**src/rtl/rwc_pkg.sv**
```systemverilog
// Shared types and helpers for the restart and write-back controller.
package rwc_pkg;

    typedef enum logic [2:0] {
        ST_IDLE,
        ST_IRQ1,
        ST_IRQ2,
        ST_RUN,
        ST_WB
    } seq_state_t;

    // Exchange the two 16-bit halves of a word (UDP source/destination ports).
    function automatic logic [31:0] swap_halves(input logic [31:0] w);
        return {w[15:0], w[31:16]};
    endfunction

endpackage

```
**src/rtl/rwc_bank_track.sv**
```systemverilog
// Tracks which data banks hold a stored packet and which the processor has
// finished. Assumes the store path never writes into a bank that is still
// valid (it stops when the ring is full).
module rwc_bank_track #(
    parameter  int NUM_BANKS = 4,
    localparam int BANK_W    = $clog2(NUM_BANKS)
) (
    input  logic              clk,
    input  logic              rst_n,
    input  logic              stored_i,
    input  logic              done_set_i,
    input  logic              release_i,
    output logic [BANK_W-1:0] rd_ptr_o,
    output logic              cur_valid_o,
    output logic              cur_done_o
);

    logic [BANK_W-1:0]    wr_ptr;
    logic [BANK_W-1:0]    rd_ptr;
    logic [NUM_BANKS-1:0] valid_q;
    logic [NUM_BANKS-1:0] done_q;

    // Step a ring pointer by one, wrapping at NUM_BANKS.
    function automatic logic [BANK_W-1:0] step(input logic [BANK_W-1:0] p);
        return (p == BANK_W'(NUM_BANKS - 1)) ? '0 : p + 1'b1;
    endfunction

    // Advance the write pointer on each stored packet, the read pointer on release.
    always_ff @(posedge clk) begin
        if (!rst_n) begin
            wr_ptr <= '0;
            rd_ptr <= '0;
        end else begin
            if (stored_i)  wr_ptr <= step(wr_ptr);
            if (release_i) rd_ptr <= step(rd_ptr);
        end
    end

    for (genvar b = 0; b < NUM_BANKS; b++) begin : g_bank
        // Per-bank valid and done flags.
        always_ff @(posedge clk) begin
            if (!rst_n) begin
                valid_q[b] <= 1'b0;
                done_q[b]  <= 1'b0;
            end else begin
                if (stored_i && wr_ptr == BANK_W'(b))
                    valid_q[b] <= 1'b1;
                else if (release_i && rd_ptr == BANK_W'(b))
                    valid_q[b] <= 1'b0;
                if (done_set_i && rd_ptr == BANK_W'(b))
                    done_q[b] <= 1'b1;
                else if (release_i && rd_ptr == BANK_W'(b))
                    done_q[b] <= 1'b0;
            end
        end
    end

    assign rd_ptr_o    = rd_ptr;
    assign cur_valid_o = valid_q[rd_ptr];
    assign cur_done_o  = done_q[rd_ptr];

endmodule

```
**src/rtl/rwc_sequencer.sv**
```systemverilog
// Restart and write-back sequencer. It raises the interrupt for two cycles,
// flips the program bank when a new program is pending, waits for the done
// flag and an idle store path, then issues one memory read per cycle with
// the IPv4 source and destination words exchanged.
// Assumes DST IP word = SRC IP word + 1.
module rwc_sequencer
    import rwc_pkg::*;
#(
    parameter  int         PKT_WORDS   = 16,
    parameter  int         SRC_IP_WORD = 3,
    parameter  logic [7:0] DONE_PORT   = 8'hF0,
    localparam int         WORD_W      = $clog2(PKT_WORDS),
    localparam int         DST_IP_WORD = SRC_IP_WORD + 1
) (
    input  logic              clk,
    input  logic              rst_n,
    input  logic              prog_loaded_i,
    input  logic              cpu_wr_strobe_i,
    input  logic [7:0]        cpu_port_id_i,
    input  logic              store_busy_i,
    input  logic              cur_valid_i,
    input  logic              cur_done_i,
    output logic              done_set_o,
    output logic              release_o,
    output logic              irq_o,
    output logic              prog_bank_o,
    output logic              rd_en_o,
    output logic [WORD_W-1:0] rd_word_o,
    output logic [WORD_W-1:0] wb_idx_o
);

    seq_state_t        state;
    logic              pend;
    logic              bank;
    logic [WORD_W-1:0] cnt;
    logic              take;
    logic              last_word;

    assign take      = (state == ST_IDLE) && cur_valid_i && pend;
    assign last_word = (cnt == WORD_W'(PKT_WORDS - 1));

    // Main state machine with the program bank and the pending-program flag.
    always_ff @(posedge clk) begin
        if (!rst_n) begin
            state <= ST_IDLE;
            pend  <= 1'b0;
            bank  <= 1'b0;
            cnt   <= '0;
        end else begin
            pend <= (pend && !take) || prog_loaded_i;
            case (state)
                ST_IDLE: if (cur_valid_i) begin
                    state <= ST_IRQ1;
                    if (pend) bank <= ~bank;
                end
                ST_IRQ1: state <= ST_IRQ2;
                ST_IRQ2: state <= ST_RUN;
                ST_RUN: if (cur_done_i && !store_busy_i) begin
                    state <= ST_WB;
                    cnt   <= '0;
                end
                ST_WB: if (last_word) state <= ST_IDLE;
                       else           cnt   <= cnt + 1'b1;
                default: state <= ST_IDLE;
            endcase
        end
    end

    // Map the outgoing word index to the stored word so the IP addresses trade places.
    always_comb begin
        rd_word_o = cnt;
        if (cnt == WORD_W'(SRC_IP_WORD))      rd_word_o = WORD_W'(DST_IP_WORD);
        else if (cnt == WORD_W'(DST_IP_WORD)) rd_word_o = WORD_W'(SRC_IP_WORD);
    end

    assign done_set_o  = (state == ST_RUN) && cpu_wr_strobe_i && (cpu_port_id_i == DONE_PORT);
    assign release_o   = (state == ST_WB) && last_word;
    assign irq_o       = (state == ST_IRQ1) || (state == ST_IRQ2);
    assign prog_bank_o = bank;
    assign rd_en_o     = (state == ST_WB);
    assign wb_idx_o    = cnt;

endmodule

```
**src/rtl/rwc_tx_format.sv**
```systemverilog
// Turns memory read data (one-cycle latency) into the transmit stream and
// swaps the UDP port halves on the port word.
module rwc_tx_format
    import rwc_pkg::*;
#(
    parameter  int PKT_WORDS = 16,
    parameter  int PORT_WORD = 5,
    localparam int WORD_W    = $clog2(PKT_WORDS)
) (
    input  logic              clk,
    input  logic              rst_n,
    input  logic              rd_en_i,
    input  logic [WORD_W-1:0] wb_idx_i,
    input  logic [31:0]       mem_data_i,
    output logic              tx_valid_o,
    output logic [31:0]       tx_data_o,
    output logic              tx_last_o
);

    logic              vld_q;
    logic [WORD_W-1:0] idx_q;

    // Delay the read strobe and word index to line up with the memory data.
    always_ff @(posedge clk) begin
        if (!rst_n) begin
            vld_q <= 1'b0;
            idx_q <= '0;
        end else begin
            vld_q <= rd_en_i;
            idx_q <= wb_idx_i;
        end
    end

    assign tx_valid_o = vld_q;
    assign tx_data_o  = (idx_q == WORD_W'(PORT_WORD)) ? swap_halves(mem_data_i) : mem_data_i;
    assign tx_last_o  = vld_q && (idx_q == WORD_W'(PKT_WORDS - 1));

endmodule

```
**src/rtl/rwc_echo_swap.sv**
```systemverilog
// Echoes program packet words two cycles later. It exchanges the IPv4
// address words and swaps the port halves. Assumes packet words arrive on
// consecutive cycles and DST IP word = SRC IP word + 1.
module rwc_echo_swap
    import rwc_pkg::*;
#(
    parameter  int SRC_IP_WORD = 3,
    parameter  int PORT_WORD   = 5,
    parameter  int IDX_W       = 8,
    localparam int DST_IP_WORD = SRC_IP_WORD + 1
) (
    input  logic        clk,
    input  logic        rst_n,
    input  logic        in_valid_i,
    input  logic [31:0] in_data_i,
    input  logic        in_last_i,
    output logic        out_valid_o,
    output logic [31:0] out_data_o,
    output logic        out_last_o
);

    logic [IDX_W-1:0] in_idx;
    logic [IDX_W-1:0] s1_idx;
    logic             s1_vld;
    logic             s1_last;
    logic [31:0]      s1_data;
    logic [31:0]      s2_data;
    logic [31:0]      pick;

    // Word index within the incoming packet, saturating at its top value.
    always_ff @(posedge clk) begin
        if (!rst_n) begin
            in_idx <= '0;
        end else if (in_valid_i) begin
            if (in_last_i)        in_idx <= '0;
            else if (~&in_idx)    in_idx <= in_idx + 1'b1;
        end
    end

    // Two-deep delay line holding the previous two words.
    always_ff @(posedge clk) begin
        if (!rst_n) begin
            s1_vld  <= 1'b0;
            s1_last <= 1'b0;
            s1_idx  <= '0;
            s1_data <= '0;
            s2_data <= '0;
        end else begin
            s1_vld  <= in_valid_i;
            s1_last <= in_valid_i && in_last_i;
            s1_idx  <= in_idx;
            s1_data <= in_data_i;
            s2_data <= s1_data;
        end
    end

    // Choose the word that belongs in the slot now leaving the first stage.
    always_comb begin
        pick = s1_data;
        if (s1_idx == IDX_W'(SRC_IP_WORD))      pick = in_data_i;
        else if (s1_idx == IDX_W'(DST_IP_WORD)) pick = s2_data;
        else if (s1_idx == IDX_W'(PORT_WORD))   pick = swap_halves(s1_data);
    end

    // Registered echo output.
    always_ff @(posedge clk) begin
        if (!rst_n) begin
            out_valid_o <= 1'b0;
            out_last_o  <= 1'b0;
            out_data_o  <= '0;
        end else begin
            out_valid_o <= s1_vld;
            out_last_o  <= s1_last;
            out_data_o  <= pick;
        end
    end

endmodule

```
**src/rtl/cpu_restart_wb_ctrl.sv**
```systemverilog
// Top of the processor restart and write-back controller. It joins the
// bank tracker, the sequencer, the transmit formatter and the echo path.
// Assumes a data memory with one-cycle read latency.
module cpu_restart_wb_ctrl
    import rwc_pkg::*;
#(
    parameter  int         NUM_BANKS   = 4,
    parameter  int         PKT_WORDS   = 16,
    parameter  int         SRC_IP_WORD = 3,
    parameter  int         PORT_WORD   = 5,
    parameter  logic [7:0] DONE_PORT   = 8'hF0,
    localparam int         BANK_W      = $clog2(NUM_BANKS),
    localparam int         WORD_W      = $clog2(PKT_WORDS)
) (
    input  logic                     clk,
    input  logic                     rst_n,
    input  logic                     data_stored_i,
    input  logic                     store_busy_i,
    input  logic                     prog_loaded_i,
    input  logic                     cpu_wr_strobe_i,
    input  logic [7:0]               cpu_port_id_i,
    output logic                     cpu_irq_o,
    output logic                     prog_bank_o,
    output logic [BANK_W-1:0]        data_bank_o,
    output logic                     mem_rd_en_o,
    output logic [BANK_W+WORD_W-1:0] mem_rd_addr_o,
    input  logic [31:0]              mem_rd_data_i,
    output logic                     tx_valid_o,
    output logic [31:0]              tx_data_o,
    output logic                     tx_last_o,
    input  logic                     echo_in_valid_i,
    input  logic [31:0]              echo_in_data_i,
    input  logic                     echo_in_last_i,
    output logic                     echo_valid_o,
    output logic [31:0]              echo_data_o,
    output logic                     echo_last_o
);

    logic              done_set;
    logic              release_b;
    logic              cur_valid;
    logic              cur_done;
    logic [WORD_W-1:0] rd_word;
    logic [WORD_W-1:0] wb_idx;

    rwc_bank_track #(.NUM_BANKS(NUM_BANKS)) u_track (
        .clk        (clk),
        .rst_n      (rst_n),
        .stored_i   (data_stored_i),
        .done_set_i (done_set),
        .release_i  (release_b),
        .rd_ptr_o   (data_bank_o),
        .cur_valid_o(cur_valid),
        .cur_done_o (cur_done)
    );

    rwc_sequencer #(
        .PKT_WORDS  (PKT_WORDS),
        .SRC_IP_WORD(SRC_IP_WORD),
        .DONE_PORT  (DONE_PORT)
    ) u_seq (
        .clk            (clk),
        .rst_n          (rst_n),
        .prog_loaded_i  (prog_loaded_i),
        .cpu_wr_strobe_i(cpu_wr_strobe_i),
        .cpu_port_id_i  (cpu_port_id_i),
        .store_busy_i   (store_busy_i),
        .cur_valid_i    (cur_valid),
        .cur_done_i     (cur_done),
        .done_set_o     (done_set),
        .release_o      (release_b),
        .irq_o          (cpu_irq_o),
        .prog_bank_o    (prog_bank_o),
        .rd_en_o        (mem_rd_en_o),
        .rd_word_o      (rd_word),
        .wb_idx_o       (wb_idx)
    );

    assign mem_rd_addr_o = {data_bank_o, rd_word};

    rwc_tx_format #(.PKT_WORDS(PKT_WORDS), .PORT_WORD(PORT_WORD)) u_tx (
        .clk       (clk),
        .rst_n     (rst_n),
        .rd_en_i   (mem_rd_en_o),
        .wb_idx_i  (wb_idx),
        .mem_data_i(mem_rd_data_i),
        .tx_valid_o(tx_valid_o),
        .tx_data_o (tx_data_o),
        .tx_last_o (tx_last_o)
    );

    rwc_echo_swap #(.SRC_IP_WORD(SRC_IP_WORD), .PORT_WORD(PORT_WORD)) u_echo (
        .clk        (clk),
        .rst_n      (rst_n),
        .in_valid_i (echo_in_valid_i),
        .in_data_i  (echo_in_data_i),
        .in_last_i  (echo_in_last_i),
        .out_valid_o(echo_valid_o),
        .out_data_o (echo_data_o),
        .out_last_o (echo_last_o)
    );

endmodule

```
**config.mk**
```make
export PLATFORM = sky130hd
export DESIGN_NAME = cpu_restart_wb_ctrl
export DESIGN_NICKNAME = d
export VERILOG_FILES = /design/src/rtl/rwc_pkg.sv /design/src/rtl/rwc_bank_track.sv /design/src/rtl/rwc_sequencer.sv /design/src/rtl/rwc_tx_format.sv /design/src/rtl/rwc_echo_swap.sv /design/src/rtl/cpu_restart_wb_ctrl.sv
export SDC_FILE = /design/constraint.sdc
export NUM_CORES = 1
export LEC_CHECK = 0
export ABC_AREA = 1
export BUFFER_PORTS_ARGS = -buffer_cell sky130_fd_sc_hd__buf_4
export CAP_MARGIN = 20
export CORE_ASPECT_RATIO = 1.5
export CORE_MARGIN = 10
export CORE_UTILIZATION = 45
export DETAILED_ROUTE_END_ITERATION = 7
export PLACE_DENSITY = 0.7
export SLEW_MARGIN = 20
export SYNTH_ARGS = -nofsm -noshare
export SYNTH_HDL_FRONTEND = slang
export SYNTH_SLANG_ARGS = --single-unit
```
**constraint.sdc**
```tcl
create_clock -name clk -period 1.95 [get_ports clk]
set_input_delay 0.0975 -clock clk [delete_from_list [all_inputs] [get_ports clk]]
set_output_delay 0.0975 -clock clk [all_outputs]
set_load 0.02 [all_outputs]
```
Word-level counts from Yosys, hierarchy flattened
Index checks and enable logic that the tools add are counted.
{ "word_totals": {"wordCells": 130, "input_bits": 80, "output_inout_bits": 79, "ff_bits": 142} }
{ "classes": {"n_addsub": 4, "bitwise": 1, "n_eq_ne": 24, "mux": 33, "magnitude_cmp": 1, "reduce_logical": 42} }
{ "op_table": {"columns": ["operator", "n"], "rows": [
  ["$mux W32", 4],
  ["$logic_and A1 B1 Y1", 21],
  ["$reduce_bool A2 Y1", 9],
  ["$eq A8 B3 Y1 const B", 2],
  ["$mux W4", 4],
  ["$mux W8", 2],
  ["$pmux W3 S5", 1],
  ["$mux W1", 14],
  ["$mux W3", 3],
  ["$reduce_and A3 Y1", 3],
  ["$add A8 B1 Y8 const B", 1],
  ["$eq A2 B2 Y1 const B", 4],
  ["$eq A4 B3 Y1 const B", 2],
  ["$eq A4 B4 Y1 const B", 2],
  ["$eq A8 B2 Y1 const B", 1],
  ["$eq A8 B8 Y1 const B", 1],
  ["$pmux W4 S2", 1],
  ["$reduce_and A8 Y1", 1],
  ["$eq A3 B2 Y1 const B", 2],
  ["$ne A2 B2 Y1 const B", 3],
  ["$add A2 B1 Y2 const B", 2],
  ["$add A4 B1 Y4 const B", 1],
  ["$bmux W1 S2", 2],
  ["$eq A2 B1 Y1 const B", 2],
  ["12 further kinds", 17]
]} }

Depth between registers and ports, before layout
Gate-level depths: netlist of the first run.
{ "depth": {"depth_word": 7, "ltp_mapped": 10, "mapped_depth_nobuf": 10} }

Modules after synthesis
Synthesis of the first run repeated with hierarchy kept, for this count alone.
{ "unflattened": {"hier_cells": 914, "area_unflattened_um2": 6429.9} }
{ "by_module_without_submodules": {"columns": ["module", "instances", "area_per_inst_um2", "seq_area_each_um2", "cells_each"], "rows": [
  ["rwc_echo_swap", 1, 4521.8, 2322.2, 606],
  ["rwc_tx_format", 1, 646.9, 100.1, 127],
  ["rwc_bank_track", 1, 636.9, 240.2, 91],
  ["rwc_sequencer", 1, 609.3, 180.2, 88],
  ["cpu_restart_wb_ctrl", 1, 15.0, 0.0, 2]
]} }

Worst setup path after synthesis of the first run
No wires, ideal clock.
{ "synth_timing": {"kind": "register to output", "startpoint": "reg u_tx.idx_q[1]", "endpoint": "out tx_data_o[15]", "arrival_time_ns": 1.333, "path_buffers": 2, "t_required_ns": 1.852, "stages_incl_launch_ff": 5, "setup_slack_ns": 0.520, "path_cell_list": "dfxtp_1 or3_1 buf_2 buf_2 a21oi_1"} }
{ "synth_via": {"elab_chain_cells": 2} }
{ "synth_lines": {"columns": ["element", "line", "text"], "rows": [
  ["start, declared", "rwc_tx_format.sv:21", "logic [WORD_W-1:0] idx_q;"],
  ["start signal, assigned", "rwc_tx_format.sv:30", "idx_q <= wb_idx_i;"],
  ["$eq A4 B3 Y1", "rwc_tx_format.sv:35", "assign tx_data_o = (idx_q == WORD_W'(PORT_WORD)) ? swap_halves(mem_data_i) : mem_data_i;"],
  ["$mux W32", "rwc_tx_format.sv:35", null],
  ["end, declared", "cpu_restart_wb_ctrl.sv:29", "output logic [31:0] tx_data_o,"]
]} }
No other way between the ends.

Worst setup path after layout of the first run
{ "layout_timing": {"startpoint": "reg u_tx.idx_q[1]", "endpoint": "out tx_data_o[27]"} }
Same word-level chain as after synthesis.

==> results.toml, run 1 <==
[outcome]
status = "finished clean"

[layout]
fillers = 1244
register_area_um2 = 2844
syn_to_final_growth_pct = 37.73
diodes = 0
final_nets = 1157
multi_input_comb_area_um2 = 2469
postLayoutCoreUtil_pct = 62.98
final_layout_size_suffix_gt1_share_pct = 21.43

[timing]
fmax_mhz = 558.1
clock_skew_ps = 8.727
finalCritPeriodShare_pct = 91.89
worst_pin_slew_ps = 561.5
rsz0062_at_grt = "no"
hold_viol = 0
period_needed_ps = 1792
slew_headroom_pct = 62.49
finalSetupViolCount = 0
tns_ps = 0
drv_slew = 0

[critical_path]
slowest_delay_ps = 420
path_cells = "or3_4, buf_12, a21oi_1, buf_4"
crit_buf_inv = 2
crit_arrival_ps = 1690
start_kind = "flip-flop"
path_max_fanout = 32
criticalPathCategory = "reg -> out"
cp_top_family = "simple AND/OR/NAND/NOR gates"
crit_path_top_delay_cell = "or3_4"
critPathCaptureType = "output port"
critPathRequiredTime_ps = 1850

[logic_synthesis]
muxShareOfSynthArea_pct = 0
synth-xor-area-share_pct = 0.1422
synthSimpleGateAreaFrac_pct = 24.26
synth_seq_area_share_pct = 46.16
synthAdderAreaFrac_pct = 2.235
synth_compound_area_share_pct = 13.31
syn_inst = 880
synth-seq-cells = 142
synth_cell_types = 29
yosys_warnings = 0
synth.net_count = 971
avgSynthCellArea_um2 = 6.998
synth_top_family_by_area = "simple AND/OR/NAND/NOR gates"
netlist_area_um2 = 6158

[global_routing]
grt_max_degree = 65
first_global_vias = 5757
gr-total-overflow = 0
grt_pass1_wl_um = 27190
grt_use_total_pct = 17.57
antenna_found_initial = 0

[die]
row_count = 52
die_h_um = 163.3
dieArea_um2 = 18860
core_area_um2 = 13470
start_util_pct = 45.73
ios = 159
dieWidth_um = 115.5

[clocking]
cts_tree = "built"
htreeDepth = 4
ctsRootBufferMaster = "clkbuf_16"
post-cts-setup-buffers = 0
cts_made_buffers = 17
clk_pin_slew_worst_paths_ps = 60
clock_latency_ps = 410
cts.sinks = 142
cts_buffer_depth = 2

[hold_path]
holdCritPathClass = "in -> reg"

[job]
drv_cap = 0

[power_and_ir_drop]
p_leak_nw = 4.486
ir_worst_vdd_uv = 586.8
switching_power_mw = 1.919
internal_power_mw = 5.477
power.density_nw_per_um2 = 872.0
seqPwrFrac_pct = 42.8
power.total_mw = 7.396
combPwrFrac_pct = 14.7
netSwitchingFraction_pct = 25.94
clkPwrFrac_pct = 42.6

[place]
io_buffers = 158
gp_congestion = 0.8366
dp_hpwl_um = 11630

[detailed_routing]
vias_per_cell = 4.809
totalWireLength_um = 16600
drt-initial-drc-count = 268
firstDrtPassIters = 5
route.detailed.wl_per_inst_um = 13.38
drt.antenna.violating_nets = 0
route.detailed.drc = 0
vias = 5963
-- path summary, 6_finish.rpt --
path                               start                                to  slack [ps]  cells past startpoint
max             u_tx.idx_q[1]$_SDFF_PN0_                     tx_data_o[27]         160                      4
min                     cpu_port_id_i[1]    u_track.done_q[3]$_SDFFE_PN0P_          20                      4
max reg2reg  u_echo.s1_idx[4]$_SDFF_PN0_  u_echo.out_data_o[25]$_SDFF_PN0_         390                      8
min reg2reg     u_echo.s1_vld$_SDFF_PN0_     u_echo.out_valid_o$_SDFF_PN0_         420                      2
-- registers in the layout, indices dropped and copies added, names as in the netlist --
signal	count
u_echo.s1_vld	1
u_echo.s1_data	32
u_track.rd_ptr_o	2
u_seq.wb_idx_o	4
u_echo.in_idx	8
u_tx.idx_q	4
u_track.wr_ptr	2
u_seq.state	3
u_echo.s1_last	1
u_echo.s1_idx	8
u_track.done_q	4
u_track.valid_q	4
u_seq.prog_bank_o	1
u_tx.tx_valid_o	1
u_echo.out_data_o	32
u_seq.pend	1
u_echo.s2_data	32
u_echo.out_last_o	1
u_echo.out_valid_o	1
-- cells in the final DEF (no fill, tap or decap), types with 4 or more instances in the layout --
cell / Yosys / final
ha_1: 11 / 11
a21oi_1: 100 / 99
nor2_1: 46 / 46
buf_4: 5 / 174
clkbuf_16: 0 / 18
dlygate4sd3_1: 0 / 36
o21ai_0: 42 / 42
inv_2: 8 / 8
nand4_1: 4 / 4
nand2_2: 5 / 5
dfxtp_1: 142 / 141
inv_1: 160 / 160
o21ai_1: 17 / 17
clkinv_4: 0 / 4
nand3_1: 91 / 91
nand2_1: 188 / 188
-- logic make-up after synthesis --
kind of cell	after synthesis
simple gates	348
compound gates	162
fa+ha+maj	11
flops	142
xor+xnor	1
buf+inv	216
-- per-layer routing --
metal	share of wire, %	wire length, µm	global-route usage, %
met5	0	0	0
met2	53	8774	31.65
met4	1.6	271	6.185
met3	5.1	841	3.781
met1	40	6709	19.73
-- synth_stat cells, drive strengths merged --
library cell  instances  area share [%]
clkbuf               18             1.1
nand3                91             7.4
nor3b                 1            0.12
a211oi                1            0.12
ha                   11             2.2
o21ai                60             4.9
buf                  29             2.5
nand4                 4            0.41
a21oi               100             8.1
nand2               193              12
inv                 168              10
dfxtp               142              46
or2                   1            0.10
clkinv                1           0.061
and2                  2            0.20
or3                   1            0.10
nand3b                2            0.24
nor2                 51             3.6
nor3                  2            0.16
o21bai                1            0.12
xor2                  1            0.14
-- what timing repair did --
action                                 CTS  global route
gates cloned                             0             1
endpoints found under the hold margin   62             0
gates resized for setup                  1             6
setup endpoints to repair               32            34
hold buffers                            36             0
pin swaps                                0             0
-- metrics by stage --
step | hold slack (ps) | cells | setup slack [ps] | area [µm²]
2_1_floorplan | 191.0 | 880 | 519.8 | 6158
3_3_place_gp | 285.0 | 1172 | 414.3 | 7495
3_5_place_dp | 289.1 | 1172 | 391.0 | 7495
4_1_cts | 3.311 | 1239 | 16.16 | 8439
5_1_grt | 56.05 | 1240 | 52.55 | 8482
6_report | 17.57 | 1240 | 158.1 | 8482
-- layout make-up --
cell class | instances | share of cell area [%]
Timing Repair Buffer | 214 | 20.65
Multi-Input combinational cell | 522 | 29.10
Sequential cell | 142 | 33.53
Inverter | 169 | 7.479
Clock buffer | 19 | 5.222
Tap cell | 162 | 2.390
Clock inverter | 12 | 1.623
-- worst min-delay path, delay by kind of cell --
family / cells / cell delay (ps)
and+or+nand+nor: 3 / 200
buffers and inverters: 1 / 80
-- power by group through the flow --
stage                     registers (mW)  clock network [mW]  logic (mW)
after floorplan                     3.24                   0       0.566
after global placement              3.22                   0        1.01
after detailed placement            3.22                   0        1.03
after CTS                           3.16                3.21        1.09
after global routing                3.18                3.34        1.22
final                               3.16                3.15        1.09
Note: power is estimated with default switching activity, not from simulation.
==> inputs of run 2 (changes only) <==
- CORE_UTILIZATION: 45 -> 48
- PLACE_DENSITY: 0.7 -> 0.76
- clock period: 1.95 -> 1.52 ns (I/O delays scaled with it)
==> run 2 against run 1 <==
Against the previous run:
- global-route usage is 1.5 points higher
- die area is 5.3% lower
- combinational power is 46% higher
- sequential share of layout area is 1.6 points lower
- the run now ends with negative setup slack left
- power is 38% higher
- sequential power is 29% higher
- clock-buffer cell count is 1 higher
- first-iteration DRC count is 4.1% higher
==> results.toml, run 2 (synthesis results as in run 1) <==
[timing]
drv_slew = 0
fin_ws_ps = -281.3
finalCritPeriodShare_pct = 118.5
finalSetupViolCount = 35
clock_skew_ps = 8.840
hold_viol = 0
worst_pin_slew_ps = 494.7
fmax_mhz = 555.2
rsz0062_at_grt = "yes"
slew_headroom_pct = 66.95
holdWs_ps = 54.21
tns_ps = -7764
period_needed_ps = 1801

[critical_path]
criticalPathCategory = "reg -> out"
cp_top_family = "simple AND/OR/NAND/NOR gates"
path_cells = "nand2_2, or3_4, buf_12, a21oi_1, buf_4"
crit_cells = 5
crit_path_top_delay_cell = "or3_4"
path_max_fanout = 16
critPathCaptureType = "output port"
critPathRequiredTime_ps = 1440
crit_buf_inv = 2
slowest_delay_ps = 400
rr_worst_depth = 8
start_kind = "flip-flop"
crit_arrival_ps = 1730

[layout]
syn_to_final_growth_pct = 44.94
reg_top3 = "u_echo.out_data_o x32, u_echo.s1_data x32, u_echo.s2_data x32"
final_layout_size_suffix_gt1_share_pct = 25.70
final_common_cell = "buf_4"
final_cell_mix = "buf_4, nand2_1, inv_1"
diodes = 0
final_nets = 1183

[clocking]
clock_latency_ps = 420
clk_pin_slew_worst_paths_ps = 60
cts_tree = "built"
cts.sinks = 142
ctsRootBufferMaster = "clkbuf_16"
cts_made_buffers = 17
htreeDepth = 4
cts_buffer_depth = 2

[die]
core_area_um2 = 12510
row_count = 50
dieArea_um2 = 17850
die_h_um = 158.7
dieWidth_um = 112.5
start_util_pct = 49.22
ios = 159

[global_routing]
gr-total-overflow = 0
grt_max_degree = 35
grt_pass1_wl_um = 28630
antenna_found_initial = 0
first_global_vias = 6119
grt_use_total_pct = 19.08

[detailed_routing]
vias_per_cell = 4.935
totalWireLength_um = 17780
route.detailed.drc = 0
route.detailed.wl_per_inst_um = 14.10
firstDrtPassIters = 7
vias = 6223
drt.antenna.violating_nets = 0
drt-initial-drc-count = 279

[outcome]
violations = "negative setup slack"
status = "complete, but fails checks"

[power_and_ir_drop]
ir_worst_vdd_uv = 996.4
power.density_nw_per_um2 = 1145
p_leak_nw = 4.688

[place]
gp_congestion = 0.8703
dp_hpwl_um = 12350
io_buffers = 158

[hold_path]
hold_depth = 3
holdCritPathClass = "in -> reg"

[job]
drv_cap = 0
==> run 2: repair_timing <==
item                                    4_1_cts  5_1_grt
endpoints found under the setup margin       35       46
buffers inserted                              3        6
gates cloned                                  1        2
gates resized for setup                      23       24
hold buffers                                 37        0
endpoints found under the hold margin        76        0
pin swaps                                     3        3
==> run 2: cell type report <==
class                   count  area [µm²]
fillers                  1013        3586
repair buffers            240        2021
flip-flops and latches    142        2848
well taps                 156       195.2
clock buffers              20       446.7
inverters                 169       636.9
multi-input cells         522        2570
clock inverters            12       209.0
==> run 2: metal layers <==
layer  GRT usage (%)  part of all wire (%)  up-vias
li1                -                     -     3158
met1           19.97                    38     2835
met2           35.36                    54      197
met3           4.068                   5.2       33
met4           7.928                   2.1        0
met5               0                     0        -
==> run 2: path summary, 6_finish.rpt <==
kind | slack (ps) | end | startpoint
worst max-delay path | -280 | tx_data_o[24] | u_tx.idx_q[2]$_SDFF_PN0_
worst min-delay path | 50 | u_seq.wb_idx_o[1]$_SDFFE_PN0P_ | rst_n
worst max register to register | 120 | u_echo.out_data_o[18]$_SDFF_PN0_ | u_echo.s1_idx[5]$_SDFF_PN0_
worst min register to register | 410 | u_echo.out_valid_o$_SDFF_PN0_ | u_echo.s1_vld$_SDFF_PN0_
==> run 2: power breakdown <==
group          switching [mW]  internal [mW]  leakage (nW)
registers               0.138           3.94          1.17
clock network            1.59           2.97         0.311
logic                   0.846          0.739          3.21
==> run 2: worst min-delay path, stage by stage <==
cell and delay (ps):
buf_4 220, nand2_1 100, nor2_1 30
==> run 2: through the flow <==
step           power, mW  utilization [%]  std cells  worst slack (ps)  area [µm²]
2_1_floorplan      4.885                -        880             111.3        6158
3_3_place_gp       5.457            60.98       1180             104.4        7630
3_5_place_dp       5.486            60.98       1180             75.64        7630
4_1_cts            10.23            70.07       1253            -263.5        8767
5_1_grt            10.64            71.34       1261            -355.9        8926
6_report           10.22            71.34       1261            -281.3        8926
